$ cat src/rtl/i2cs_pkg.sv
package i2cs_pkg;

    localparam logic [6:0] DEV_ADDR_DEF = 7'b0110100;
    localparam int         NUM_REGS_DEF = 8;
    localparam int         FILT_N_DEF   = 3;

    typedef enum logic [2:0] {
        ST_IDLE,
        ST_ADDR,
        ST_SUB,
        ST_WDATA,
        ST_RDATA,
        ST_IGNORE
    } st_t;

    typedef struct packed {
        logic start;
        logic stop;
        logic scl_rise;
        logic scl_fall;
    } bus_ev_t;

    function automatic logic [7:0] reg_default(input int idx);
        return 8'(idx * 17);
    endfunction

endpackage

$ cat src/rtl/i2cs_glitch_filter.sv
module i2cs_glitch_filter #(
    parameter int FILT_N = 3
) (
    input  logic clk,
    input  logic rst,
    input  logic din,
    output logic dout
);
    localparam int CW = $clog2(FILT_N + 1);

    logic [CW-1:0] cnt;
    logic          armed;

    always_ff @(posedge clk) begin
        if (rst) begin
            dout  <= 1'b1;
            cnt   <= '0;
            armed <= 1'b0;
        end else begin
            armed <= 1'b1;
            if (din == dout) begin
                cnt <= '0;
            end else if (cnt == CW'(FILT_N - 1)) begin
                dout <= din;
                cnt  <= '0;
            end else begin
                cnt <= cnt + 1'b1;
            end
        end
    end

    // output only moves toward a level the input already held
    p_filter_follow_r2: assert property (@(posedge clk) disable iff (rst || !armed)
        !$stable(dout) |-> ($past(din) == dout));

endmodule

$ cat src/rtl/i2cs_bus_events.sv
module i2cs_bus_events
    import i2cs_pkg::*;
(
    input  logic    clk,
    input  logic    rst,
    input  logic    scl_f,
    input  logic    sda_f,
    output bus_ev_t ev
);
    logic scl_q, sda_q;

    always_ff @(posedge clk) begin
        if (rst) begin
            scl_q <= 1'b1;
            sda_q <= 1'b1;
        end else begin
            scl_q <= scl_f;
            sda_q <= sda_f;
        end
    end

    always_comb begin
        ev.start    = scl_f && scl_q && sda_q && !sda_f;
        ev.stop     = scl_f && scl_q && !sda_q && sda_f;
        ev.scl_rise = scl_f && !scl_q;
        ev.scl_fall = !scl_f && scl_q;
    end

endmodule

$ cat src/rtl/i2cs_regbank.sv
module i2cs_regbank
    import i2cs_pkg::*;
#(
    parameter int NUM_REGS = 8
) (
    input  logic                  clk,
    input  logic                  rst,
    input  logic                  wr_en,
    input  logic [7:0]            wr_addr,
    input  logic [7:0]            wr_data,
    input  logic                  commit,
    input  logic [7:0]            rd_addr,
    input  logic [7:0]            status_in,
    output logic [7:0]            rd_data,
    output logic [NUM_REGS*8-1:0] regs_o
);
    localparam int IW = (NUM_REGS > 1) ? $clog2(NUM_REGS) : 1;

    logic [7:0] act  [NUM_REGS];
    logic [7:0] pend [NUM_REGS];
    logic       pv   [NUM_REGS];
    logic       armed;

    for (genvar g = 0; g < NUM_REGS; g++) begin : g_reg
        always_ff @(posedge clk) begin
            if (rst) begin
                act[g]  <= reg_default(g);
                pend[g] <= '0;
                pv[g]   <= 1'b0;
            end else begin
                if (commit) begin
                    if (pv[g]) act[g] <= pend[g];
                    pv[g] <= 1'b0;
                end
                if (wr_en && (wr_addr == 8'(g))) begin
                    pend[g] <= wr_data;
                    pv[g]   <= 1'b1;
                end
            end
        end
        assign regs_o[g*8 +: 8] = act[g];
    end

    assign rd_data = (rd_addr < 8'(NUM_REGS)) ? act[rd_addr[IW-1:0]] : status_in;

    always_ff @(posedge clk) begin
        if (rst) armed <= 1'b0;
        else     armed <= 1'b1;
    end

    // active set is frozen except right after a commit
    p_hold_until_stop_r5: assert property (@(posedge clk) disable iff (rst || !armed)
        !$past(commit) |-> $stable(regs_o));

endmodule

$ cat src/rtl/i2c_shadow_regslave.sv
module i2c_shadow_regslave
    import i2cs_pkg::*;
#(
    parameter int         NUM_REGS = NUM_REGS_DEF,
    parameter int         FILT_N   = FILT_N_DEF,
    parameter logic [6:0] DEV_ADDR = DEV_ADDR_DEF
) (
    input  logic                  clk,
    input  logic                  rst,
    input  logic                  uv_rst,
    input  logic                  scl_in,
    input  logic                  sda_in,
    input  logic [7:0]            status_in,
    output logic                  sda_oe,
    output logic [NUM_REGS*8-1:0] regs_o
);
    logic       rst_any;
    logic       scl_f, sda_f;
    bus_ev_t    ev;
    st_t        st;
    logic [3:0] bitcnt;
    logic [7:0] shreg, sub, txb, rd_data, rd_addr;
    logic       rw, mnack, wr_en;

    assign rst_any = rst | uv_rst;

    i2cs_glitch_filter #(.FILT_N(FILT_N)) u_scl_filt (
        .clk(clk), .rst(rst_any), .din(scl_in), .dout(scl_f));
    i2cs_glitch_filter #(.FILT_N(FILT_N)) u_sda_filt (
        .clk(clk), .rst(rst_any), .din(sda_in), .dout(sda_f));

    i2cs_bus_events u_events (
        .clk(clk), .rst(rst_any), .scl_f(scl_f), .sda_f(sda_f), .ev(ev));

    assign wr_en   = (st == ST_WDATA) && ev.scl_fall && (bitcnt == 4'd8);
    assign rd_addr = (st == ST_RDATA) ? sub + 8'd1 : sub;

    i2cs_regbank #(.NUM_REGS(NUM_REGS)) u_bank (
        .clk(clk), .rst(rst_any), .wr_en(wr_en), .wr_addr(sub), .wr_data(shreg),
        .commit(ev.stop), .rd_addr(rd_addr), .status_in(status_in),
        .rd_data(rd_data), .regs_o(regs_o));

    always_ff @(posedge clk) begin
        if (rst_any) begin
            st     <= ST_IDLE;
            bitcnt <= '0;
            shreg  <= '0;
            sub    <= '0;
            txb    <= '0;
            rw     <= 1'b0;
            mnack  <= 1'b0;
            sda_oe <= 1'b0;
        end else if (ev.stop) begin
            st     <= ST_IDLE;
            sda_oe <= 1'b0;
        end else if (ev.start) begin
            st     <= ST_ADDR;
            bitcnt <= '0;
            sda_oe <= 1'b0;
        end else if (ev.scl_rise) begin
            if ((st inside {ST_ADDR, ST_SUB, ST_WDATA}) && bitcnt < 4'd8) begin
                shreg  <= {shreg[6:0], sda_f};
                bitcnt <= bitcnt + 4'd1;
            end else if (st == ST_RDATA && bitcnt < 4'd9) begin
                if (bitcnt == 4'd8) mnack <= sda_f;
                bitcnt <= bitcnt + 4'd1;
            end
        end else if (ev.scl_fall) begin
            case (st)
                ST_ADDR: begin
                    if (bitcnt == 4'd8) begin
                        if (shreg[7:1] == DEV_ADDR) begin
                            sda_oe <= 1'b1;
                            rw     <= shreg[0];
                            bitcnt <= 4'd9;
                        end else begin
                            st <= ST_IGNORE;
                        end
                    end else if (bitcnt == 4'd9) begin
                        bitcnt <= '0;
                        if (rw) begin
                            st     <= ST_RDATA;
                            txb    <= rd_data;
                            sda_oe <= ~rd_data[7];
                        end else begin
                            st     <= ST_SUB;
                            sda_oe <= 1'b0;
                        end
                    end
                end
                ST_SUB, ST_WDATA: begin
                    if (bitcnt == 4'd8) begin
                        sub    <= (st == ST_SUB) ? shreg : sub + 8'd1;
                        sda_oe <= 1'b1;
                        bitcnt <= 4'd9;
                    end else if (bitcnt == 4'd9) begin
                        sda_oe <= 1'b0;
                        bitcnt <= '0;
                        st     <= ST_WDATA;
                    end
                end
                ST_RDATA: begin
                    if (bitcnt >= 4'd1 && bitcnt <= 4'd7) begin
                        sda_oe <= ~txb[3'(4'd7 - bitcnt)];
                    end else if (bitcnt == 4'd8) begin
                        sda_oe <= 1'b0;
                    end else if (bitcnt == 4'd9) begin
                        if (mnack) begin
                            st <= ST_IGNORE;
                        end else begin
                            sub    <= sub + 8'd1;
                            txb    <= rd_data;
                            sda_oe <= ~rd_data[7];
                            bitcnt <= '0;
                        end
                    end
                end
                default: ;
            endcase
        end
    end

    // ---------------- assertions ----------------
    logic                  armed;
    logic [NUM_REGS*8-1:0] dflt;

    for (genvar g = 0; g < NUM_REGS; g++) begin : g_dflt
        assign dflt[g*8 +: 8] = reg_default(g);
    end

    always_ff @(posedge clk) begin
        if (rst) armed <= 1'b0;
        else     armed <= 1'b1;
    end

    // SDA is moved only while SCL is low (R4 ack drive included)
    p_sda_moves_low_r7: assert property (@(posedge clk) disable iff (rst_any || !armed)
        (!$stable(sda_oe) && !$past(ev.start) && !$past(ev.stop) && !$past(uv_rst))
        |-> !$past(scl_f));

    // a slave that is not addressed keeps SDA released
    p_ignore_released_r3: assert property (@(posedge clk) disable iff (rst_any || !armed)
        (st == ST_IGNORE) |-> !sda_oe);

    // a stop returns the interface to idle with SDA released
    p_stop_idle_r6: assert property (@(posedge clk) disable iff (rst_any || !armed)
        $past(ev.stop) |-> (st == ST_IDLE && !sda_oe));

    // undervoltage reset restores default registers and releases SDA
    p_uv_defaults_r10: assert property (@(posedge clk) disable iff (rst || !armed)
        $past(uv_rst) |-> (regs_o == dflt && !sda_oe));

endmodule

$ cat config.mk
export PLATFORM = sky130hd
export DESIGN_NAME = i2c_shadow_regslave
export DESIGN_NICKNAME = d
export VERILOG_FILES = /design/src/rtl/i2cs_pkg.sv /design/src/rtl/i2cs_glitch_filter.sv /design/src/rtl/i2cs_bus_events.sv /design/src/rtl/i2cs_regbank.sv /design/src/rtl/i2c_shadow_regslave.sv
export SDC_FILE = /design/constraint.sdc
export NUM_CORES = 1
export LEC_CHECK = 0
export CORE_AREA = 2 2 131 121
export CTS_CLUSTER_SIZE = 30
export DETAILED_ROUTE_END_ITERATION = 10
export DIE_AREA = 0 0 133 123
export PLACE_DENSITY = 0.78
export SYNTH_ARGS = -nofsm -noshare
export SYNTH_HDL_FRONTEND = slang
export SYNTH_HIERARCHICAL = 1
export SYNTH_SLANG_ARGS = --single-unit
$ cat constraint.sdc
create_clock -name clk -period 3.5 [get_ports clk]
set_input_delay 0.7 -clock clk [delete_from_list [all_inputs] [get_ports clk]]
set_output_delay 0.7 -clock clk [all_outputs]
set_load 0.05 [all_outputs]
### Word-level counts from Yosys, hierarchy flattened

Memory sizes are Yosys's and may differ from the RTL's.
Index checks and enable logic that the tools add are counted.

* $lt $le $gt $ge: 6
* add/subtract/negate cells: 5
* bitwise logic cells: 41
* equality and inequality tests: 50
* mux-type cells: 151
* reductions and logical operators: 49

Operators with widths (count)
* 8-bit 2-to-1 mux: 31
* 1-bit 2-to-1 mux: 91
* 4-bit 2-to-1 mux: 13
* 1-bit OR: 33
* 8-bit by 3-bit == test with 1-bit output (second input constant): 4
* 8-bit case mux with 2 select lines: 2
* 3-bit 2-to-1 mux: 10
* 11-bit AND reduction: 2
* 3-bit != test (second input constant): 7
* 1-bit logical AND: 20
* 2-bit != test (second input constant): 9
* 8-bit by 2-bit == test with 1-bit output (second input constant): 2
* 4-bit != test (second input constant): 4
* 4-bit case mux with 3 select lines: 1
* 12-bit AND reduction: 1
* 10-bit AND reduction: 1
* 3-bit case mux with 3 select lines: 1
* 9-bit AND reduction: 1
* 3-bit nonzero test: 3
* 3-bit OR reduction: 3
* 8-bit by 1-bit adder with 8-bit output (second input constant): 1
* 4-bit == test (second input constant): 2
* 8-bit by 1-bit == test with 1-bit output (second input constant): 1
* 8-bit zero test: 1
* 34 further kinds: 58

* input port bits: 13
* RAM bits: 136
* logic and storage cells: 320
* flip-flop bits (word level): 42
* output and inout port bits: 65
* memories: 3

Memories
* u_bank.act: words 8, width 8, read ports 9, clocked after Yosys merged registers in 0, write ports 8, RTL line i2cs_regbank.sv:19 `logic [7:0] act [NUM_REGS];`
* u_bank.pend: words 8, width 8, read ports 8, clocked after Yosys merged registers in 0, write ports 8, RTL line i2cs_regbank.sv:20 `logic [7:0] pend [NUM_REGS];`
* u_bank.pv: words 8, width 1, read ports 8, clocked after Yosys merged registers in 0, write ports 8, RTL line i2cs_regbank.sv:21 `logic pv [NUM_REGS];`

### Longest topological paths before layout

Gate-level depths: netlist (run 1).

* depth in word-level cells: 10
* gate-level depth with buffers: 14
* depth with buffers taken out: 10

### Cells and area by module

The synthesis (run 1) kept the hierarchy.

By module, submodules not included
* i2cs_regbank: cells each 427, instances 1, area each 5994.5 µm², seq. area each 4083.9 µm²
* i2c_shadow_regslave: cells each 271, instances 1, area each 2219.6 µm², seq. area each 680.7 µm²
* i2cs_glitch_filter: cells each 10, instances 2, area each 113.9 µm², seq. area each 60.1 µm²
* i2cs_bus_events: cells each 8, instances 1, area each 85.1 µm², seq. area each 40.0 µm²

### Worst setup path after synthesis (run 1)

Ideal clock, no wire load.

* path kind: register -> register
* start point: register bitcnt[0]
* end point: memory u_bank.pend[1][2] (netlist: u_bank/pend[0][10]) (enable)
* data required time: 3.116 ns
* data arrival time: 2.727 ns
* slack: 0.389 ns
* path buffers: 1
* stages on the path, launching flop included: 7
* period minus slack after synthesis: 3.111 ns
* cell sequence: dfxtp_1 > buf_6 > or4b_4 > nor3_1 > or2b_1 > or3_4 > o21ai_0

RTL lines
* from (decl): RTL line i2c_shadow_regslave.sv:21 `logic [3:0] bitcnt;`
* from (signal assigned): RTL line i2c_shadow_regslave.sv:63 `bitcnt <= bitcnt + 4'd1;`
* from (signal assigned): RTL line i2c_shadow_regslave.sv:66 `bitcnt <= bitcnt + 4'd1;`
* to (decl): RTL line i2cs_regbank.sv:20

### Worst setup path after layout (run 1)

* start point: register st[1]
* end point: register sda_oe

* word-level cells in the longest chain between the ends: 10
* elaborated cells on any way between the ends: 25
* those cells by class: 1 x order compare; 9 x eq/ne; 10 x mux; 1 x bitwise; 3 x reduce/logical; 1 x memory

Ends and longest elaborated chain
* from (decl): RTL line i2c_shadow_regslave.sv:20 `st_t st;`
* from (signal assigned): RTL line i2c_shadow_regslave.sv:45 `st <= ST_IDLE;`
* from (signal assigned): RTL line i2c_shadow_regslave.sv:54 `st <= ST_IDLE;`
* from (signal assigned): RTL line i2c_shadow_regslave.sv:57 `st <= ST_ADDR;`
* 3-bit == test (*): RTL line i2c_shadow_regslave.sv:36 `assign rd_addr = (st == ST_RDATA) ? sub + 8'd1 : sub;`
* 8-bit 2-to-1 mux (*): RTL line i2c_shadow_regslave.sv:36
* via rd_addr[6]: RTL line i2c_shadow_regslave.sv:22 `logic [7:0] shreg, sub, txb, rd_data, rd_addr;`
* 8-bit by 4-bit < comparator with 1-bit output (*): RTL line i2cs_regbank.sv:44 `assign rd_data = (rd_addr < 8'(NUM_REGS)) ? act[rd_addr[IW-1:0]] : status_in;`
* 8-bit 2-to-1 mux (*): RTL line i2cs_regbank.sv:44
* via rd_data[7]: RTL line i2c_shadow_regslave.sv:22
* 1-bit NOT (*): RTL line i2c_shadow_regslave.sv:84, i2c_shadow_regslave.sv:113
* 1-bit 2-to-1 mux: RTL line i2c_shadow_regslave.sv:108 `if (mnack) begin`
* 1-bit 2-to-1 mux: RTL line i2c_shadow_regslave.sv:107 `end else if (bitcnt == 4'd9) begin`
* 1-bit 2-to-1 mux: RTL line i2c_shadow_regslave.sv:105 `end else if (bitcnt == 4'd8) begin`
* 1-bit 2-to-1 mux: RTL line i2c_shadow_regslave.sv:103 `if (bitcnt >= 4'd1 && bitcnt <= 4'd7) begin`
* 1-bit case mux with 3 select lines (*): RTL line i2c_shadow_regslave.sv:69 `case (st)`
* to (signal assigned): RTL line i2c_shadow_regslave.sv:84 `sda_oe <= ~rd_data[7];`
* to (signal assigned): RTL line i2c_shadow_regslave.sv:104 `sda_oe <= ~txb[3'(4'd7 - bitcnt)];`
* to (signal assigned): RTL line i2c_shadow_regslave.sv:113 `sda_oe <= ~rd_data[7];`
* to (decl): RTL line i2c_shadow_regslave.sv:14 `output logic sda_oe,`

Mark *: on every way through the listed nets, which the timed path passes. The rest lies on a longest branch. The select of a mux whose other input is x is not followed.
A chain may end at the register's enable or synchronous reset.

==> results of run 1 <==
## sequential cells by signal (all words and copies together), names as in the netlist
name,flops
u_bank/act,64
u_bank/pend,64
shreg,8
sub,8
txb,8
u_bank/pv,8
bitcnt,4
st,3
u_scl_filt/cnt,2
u_sda_filt/cnt,2
mnack,1
rw,1
sda_oe,1
u_events/scl_q,1
u_events/sda_q,1
u_scl_filt/dout,1
u_sda_filt/dout,1
## per-stage QoR
stage          power, uW  cell area (um^2)  utilization  setup WS (ns)
3_3_place_gp        2601              9523       0.6344         0.2124
3_5_place_dp        2608              9523       0.6344         0.1184
6_report            4395             10110       0.6737         0.2280
4_1_cts             4419             10100       0.6727        0.05500
5_1_grt             4528             10110       0.6737        0.04366
2_1_floorplan       2512              8527            -         0.3888
## area by class of cell
cell class	instances	share of cell area
sequential	178	0.4871
multi-input combinational	498	0.3343
timing repair buffer	98	0.09305
clock buffer	17	0.04207
tap	202	0.02499
clock inverter	15	0.01472
inverter	10	0.003712
## layer usage
metal,share of wire,vias up,GRT usage
met5,0,-,0
met3,0.072,35,0.05699
met1,0.42,2958,0.3505
met2,0.48,276,0.4213
met4,0.029,0,0.1089
li1,-,2839,-
## layout by cell type (no fill, tap or decap), types with 9 or more instances in the layout
master / synthesis / layout
nor2_1: 63 / 63
a21oi_1: 17 / 17
mux2_2: 17 / 17
nand3_1: 10 / 10
and2_1: 46 / 46
clkdlybuf4s50_1: 0 / 77
a22o_1: 9 / 9
o31ai_1: 16 / 15
mux2i_1: 35 / 35
clkbuf_16: 0 / 17
buf_4: 1 / 20
nor2b_1: 11 / 10
inv_1: 10 / 10
o22ai_1: 9 / 9
nand2_1: 56 / 56
o21ai_0: 28 / 28
and3_1: 36 / 36
edfxtp_1: 136 / 136
dfxtp_1: 42 / 41
or2_2: 23 / 23
## worst max-delay path, cell delays in order (launching register included)
cell	delay, ns
dfxtp_1	0.41
or3b_2	0.62
nor2_1	0.17
xor2_1	0.07
or4_1	0.67
or2_2	0.43
o31ai_4	0.35
a21oi_1	0.07
a211oi_1	0.24
a211oi_1	0.11
## report_power, final
group          internal, uW  switching, uW
Sequential             2320           26.7
Clock                  1000            830
Combinational          70.2            148
## path summary, 6_finish.rpt
path,from,end,slack (ns),cells past startpoint
worst max register to register,st[1]$_SDFFE_PP0P_,sda_oe$_SDFFE_PP0P_,0.23,9
worst min-delay path,u_scl_filt/cnt[0]$_SDFF_PP0_,u_scl_filt/cnt[0]$_SDFF_PP0_,0.42,1
worst min register to register,u_scl_filt/cnt[0]$_SDFF_PP0_,u_scl_filt/cnt[0]$_SDFF_PP0_,0.42,1
worst max-delay path,st[1]$_SDFFE_PP0P_,sda_oe$_SDFFE_PP0P_,0.23,9
## timing repair
action | CTS | global route
resized for setup | 0 | 3
setup endpoints to repair | 0 | 1
buffers inserted | 0 | 0
## logic make-up after synthesis
logic type,synth area share
and+or+nand+nor,0.2125
AOI/OAI and AO/OA,0.09288
adders and majority gates,0.008804
buffers and inverters,0.02935
xor gates and xnor gates,0.009244
muxes,0.06970
DFF,0.5776
==> summary.txt, run 1 <==
Cells and area
  – Area of the multi-input gates: 3381 um^2
  – Register area: 4926 um^2
  – Post-synthesis to final-layout area growth: 18.59%
  – Post-route insts no fill: 1018
  – Nets: 822
  – # diodes: 0
  – Fillers: 1081
  – Share of cells above drive strength 1: 0.1434

Logic synthesis
  – Main synth FF type: edfxtp_1
  – Most numerous cell in the Yosys netlist: edfxtp_1
  – Post-Syn Area: 8527 um^2
  – Synth top area share: 0.4789
  – Netlist cell types: 69
  – Post-synth EDFFs: 136
  – Top cells by area in the synthesized netlist: edfxtp_1, dfxtp_1, mux2i_1
  – Yosys warning total: 6
  – Seq/Total Area, Yosys: 0.5775
  – Ys async rst share: 0
  – Yosys reg bits: 178
  – Syn_area_per_cell: 11.75 um^2
  – Area leader, netlist: edfxtp_1
  – Number of cells produced by synthesis: 726
  – Ranking of synthesized cells by instance count: edfxtp_1, nor2_1, nand2_1, and2_1, dfxtp_1
  – Synthesized Nets: 745

Worst setup path
  – WS Path Type: reg2reg
  – CP Launch Type: flop
  – Crit Path Max Fanout: 12
  – CP Capture Type: flop
  – WP data required: 3.80 ns
  – Crit path DAT: 3.57 ns

Timing
  – Final Hold Fails: 0
  – Period Utilization, post-route: 0.9348
  – Least-Margin Pin Slew: 1.234 ns
  – Hold WS: 0.4175 ns
  – Final setup viols: 0
  – Final TNS setup: 0 ns
  – Max frequency: 305.6 MHz
  – Worst clock skew: 0.007100 ns
  – Final slew viol count: 0
  – Crit path time final: 3.272 ns
  – Max transition margin: 0.1739
  – RSZ-0062 raised after global routing: false

Clock network
  – CTS max path bufs: 2
  – Reg clk slew, reported paths: 0.07 ns
  – H-tree Lvls: 4
  – CTS tree: yes
  – Hold_buf cts: 0
  – CTS Root Cell: clkbuf_16
  – Number of buffers created by CTS: 17
  – Clk sinks: 178
  – Clock Latency Late Sink: 0.43 ns

GRT
  – Largest net degree at the start of global routing: 41
  – Total Routing Usage GR: 0.2624
  – First-pass GRT wire length: 31.97 mm
  – Antenna violations before repair: 0
  – GR Overflow Total: 0
  – Vias in the first global route: 5763

Pwr
  – P per Cell Area: 434.6 nW/um^2
  – Worst vdd ir: 0.3241 mV
  – Leakage power: 0.003553 uW

Routing
  – DRC: 0
  – TritonRoute pass-1 iters: 5
  – DR vias: 6108
  – Drt wl/cell: 20.57 um
  – Starting DRC count in detailed routing: 591
  – Via density: 6.000
  – Routed WL: 20.95 mm
  – Routed Antenna Nets: 0

Placed design
  – Final Wtd Congestion: 0.9779
  – PortBufs: 77
  – Hpwl dp: 14.90 mm
  – Placed cell count: 986

Floorplanning
  – Io pins: 78
  – Core area: 15010 um^2
  – Num rows: 43
  – Starting density of the core: 0.5681
  – Die W: 133 um
  – Die height: 123 um
  – Die Area: 16360 um^2

Flow run
  – Max cap viols: 0

Min path
  – Worst Hold Class: reg2reg

Status
  – Status: finished, final reports clean
Power figures use the tool's default switching activity.
==> run 2: changes to the inputs <==
--- a/config.mk
+++ b/config.mk
@@ -9,6 +9,7 @@
 export CTS_CLUSTER_SIZE = 30
 export DETAILED_ROUTE_END_ITERATION = 10
 export DIE_AREA = 0 0 133 123
+export MAX_ROUTING_LAYER = met4
 export PLACE_DENSITY = 0.78
 export SYNTH_ARGS = -nofsm -noshare
 export SYNTH_HDL_FRONTEND = slang
==> summary.txt, run 2 (synthesis gave the netlist of run 1 again) <==
Routing
  – DR vias: 6098 (-0.16%)
  – Via density: 5.967 (-0.55%)
  – DRC: 0 (unchanged)
  – Starting DRC count in detailed routing: 722 (+22%)
  – Routed Antenna Nets: 0 (unchanged)
  – Drt wl/cell: 20.35 um (-1.1%)
  – TritonRoute pass-1 iters: 8 (+3)
  – Routed WL: 20.80 mm (-0.72%)

Flow run
  – Max cap viols: 0 (unchanged)

Timing
  – Final TNS setup: 0 ns (unchanged)
  – Final setup viols: 0 (unchanged)
  – Crit path time final: 3.280 ns (+0.008488 ns)
  – RSZ-0062 raised after global routing: false
  – Period Utilization, post-route: 0.9373 (+0.002425)
  – Hold WS: 0.4173 ns (-0.0002160 ns)
  – Final slew viol count: 0 (unchanged)
  – Worst clock skew: 0.01081 ns (+0.003709 ns)
  – Max frequency: 304.8 MHz (-0.26%)
  – Final worst slack: 0.2196 ns (-0.008488 ns)
  – Least-Margin Pin Slew: 1.151 ns (-0.08289 ns)
  – Final Hold Fails: 0 (unchanged)
  – Max transition margin: 0.2294 (+0.05550)

Clock network
  – Clock Latency Late Sink: 0.43 ns (about the same)
  – Number of buffers created by CTS: 17 (unchanged)
  – Reg clk slew, reported paths: 0.07 ns (about the same)
  – H-tree Lvls: 4 (unchanged)
  – CTS max path bufs: 2 (unchanged)
  – Hold_buf cts: 0 (unchanged)
  – CTS Root Cell: clkbuf_16
  – Postcts setup bufs: 0 (unchanged)
  – Post-cts sizing count: 0 (unchanged)
  – Clk sinks: 178 (unchanged)
  – CTS tree: yes

Worst setup path
  – Max stage delay on crit path: 0.66 ns (about the same)
  – Buf/Inv on CP: 0 (unchanged)
  – Delay-heaviest family, CP: simple AND/OR/NAND/NOR gates
  – Crit Path Max Fanout: 10 (-2)
  – CP Capture Type: flop
  – Slowest CP cell: or4_1
  – Cells on worst reg2reg path: 9 (unchanged)
  – WP data required: 3.80 ns (about the same)
  – Most frequent CP cell: a211oi_1
  – Reg2Reg Capture Point: sda_oe$_SDFFE_PP0P_
  – R2r setup slk: 0.22 ns (about the same)
  – CP Launch Type: flop
  – Worst R2R Start: st[2]$_SDFFE_PP0P_
  – Crit path DAT: 3.58 ns (about the same)
  – Critical Path, Cell by Cell: or3b_2 -> nor2_1 -> xor2_1 -> or4_1 -> or2_2 -> o31ai_1 -> a21oi_1 -> a211oi_1 -> a211oi_1
  – WS Path Type: reg2reg

Placed design
  – Placed cell count: 992 (+0.61%)
  – Pre-CTS WS: 0.2961 ns (+0.1777 ns)
  – Area after DPL: 9568 um^2 (+0.47%)
  – Final Wtd Congestion: 0.9701 (-0.80%)
  – PortBufs: 77 (unchanged)
  – Hpwl dp: 15.02 mm (+0.79%)

Cells and area
  – Most frequent cells in the layout: edfxtp_1, clkdlybuf4s50_1, nor2_1, nand2_1, and2_1
  – Post-synthesis to final-layout area growth: 18.67% (about the same)
  – Largest regs: u_bank/act (64), u_bank/pend (64)
  – # diodes: 0 (unchanged)
  – Share of cells above drive strength 1: 0.1451 (+0.001740)
  – Post-route insts no fill: 1022 (+0.39%)
  – Finished layout cell area: 10120 um^2 (about the same)
  – Nets: 828 (+0.73%)
  – Commonest non-fill, non-tap cell in the layout: edfxtp_1

Pwr
  – Leakage power: 0.003561 uW (+0.25%)
  – Worst vdd ir: 0.3334 mV (+2.9%)
  – P per Cell Area: 430.2 nW/um^2 (-1.0%)

GRT
  – First-pass GRT wire length: 32.37 mm (+1.3%)
  – Antenna violations before repair: 0 (unchanged)
  – Total Routing Usage GR: 0.2727 (+0.01033)
  – Largest net degree at the start of global routing: 38 (-7.3%)
  – GR Overflow Total: 0 (unchanged)
  – Vias in the first global route: 5839 (+1.3%)

Floorplanning
  – Die height: 123 um (unchanged)
  – Die Area: 16360 um^2 (unchanged)
  – Die W: 133 um (unchanged)
  – Num rows: 43 (unchanged)
  – Core area: 15010 um^2 (unchanged)
  – Starting density of the core: 0.5681 (unchanged)
  – Io pins: 78 (unchanged)

Min path
  – Worst Hold Class: reg2reg
  – Worst Hold Path EP: u_sda_filt/cnt[0]$_SDFF_PP0_
  – Start point of the worst hold path: u_sda_filt/cnt[0]$_SDFF_PP0_
  – Hold path depth: 1 (unchanged)

Status
  – Status: finished, final reports clean
## run 2: how the worst max path moves through the flow
stage,cells after the start,endpoint,start
floorplan,6,u_bank/pend[0][10]$_SDFFCE_PN0P_,bitcnt[0]$_SDFFE_PP0P_
CTS,9,sda_oe$_SDFFE_PP0P_,st[2]$_SDFFE_PP0P_
detailed placement,9,sda_oe$_SDFFE_PP0P_,st[2]$_SDFFE_PP0P_
finish,9,sda_oe$_SDFFE_PP0P_,st[2]$_SDFFE_PP0P_
global placement,6,u_bank/pend[1][25]$_SDFFCE_PN0P_,bitcnt[0]$_SDFFE_PP0P_
global route,9,sda_oe$_SDFFE_PP0P_,st[2]$_SDFFE_PP0P_
## run 2: through the flow
stage / util / total power (uW)
6_report: 0.6741 / 4353
5_1_grt: 0.6741 / 4475
4_1_cts: 0.6741 / 4379
3_5_place_dp: 0.6374 / 2609
3_3_place_gp: 0.6374 / 2602
2_1_floorplan: - / 2512
## run 2: power breakdown
group          switching, uW  total [uW]  internal [uW]
clock network            806        1790            983
registers               26.0        2350           2320
logic                    149         219           69.6
total                    981        4350           3370
## run 2: worst register-to-register path, cell delays in order (launching register included)
cell and delay [ns]:
dfxtp_1 0.48, or3b_2 0.60, nor2_1 0.17, xor2_1 0.07, or4_1 0.66, or2_2 0.41, o31ai_1 0.37, a21oi_1 0.07
a211oi_1 0.21, a211oi_1 0.10
## run 2: layout make-up
cell class                      count  area, um^2
Sequential cell                   178        4925
Fill cell                        1058        4892
Multi-Input combinational cell    498        3367
Timing Repair Buffer              104       985.9
Clock buffer                       17       425.4
Tap cell                          202       252.7
Clock inverter                     13       125.1
Inverter                           10       37.54
## run 2: per-layer routing
layer | GRT usage | part of all wire | vias up
met3 | 0.06560 | 0.079 | 39
li1 | - | - | 2844
met4 | 0.1035 | 0.032 | 0
met5 | - | 0 | -
met2 | 0.4012 | 0.45 | 278
met1 | 0.3706 | 0.44 | 2937
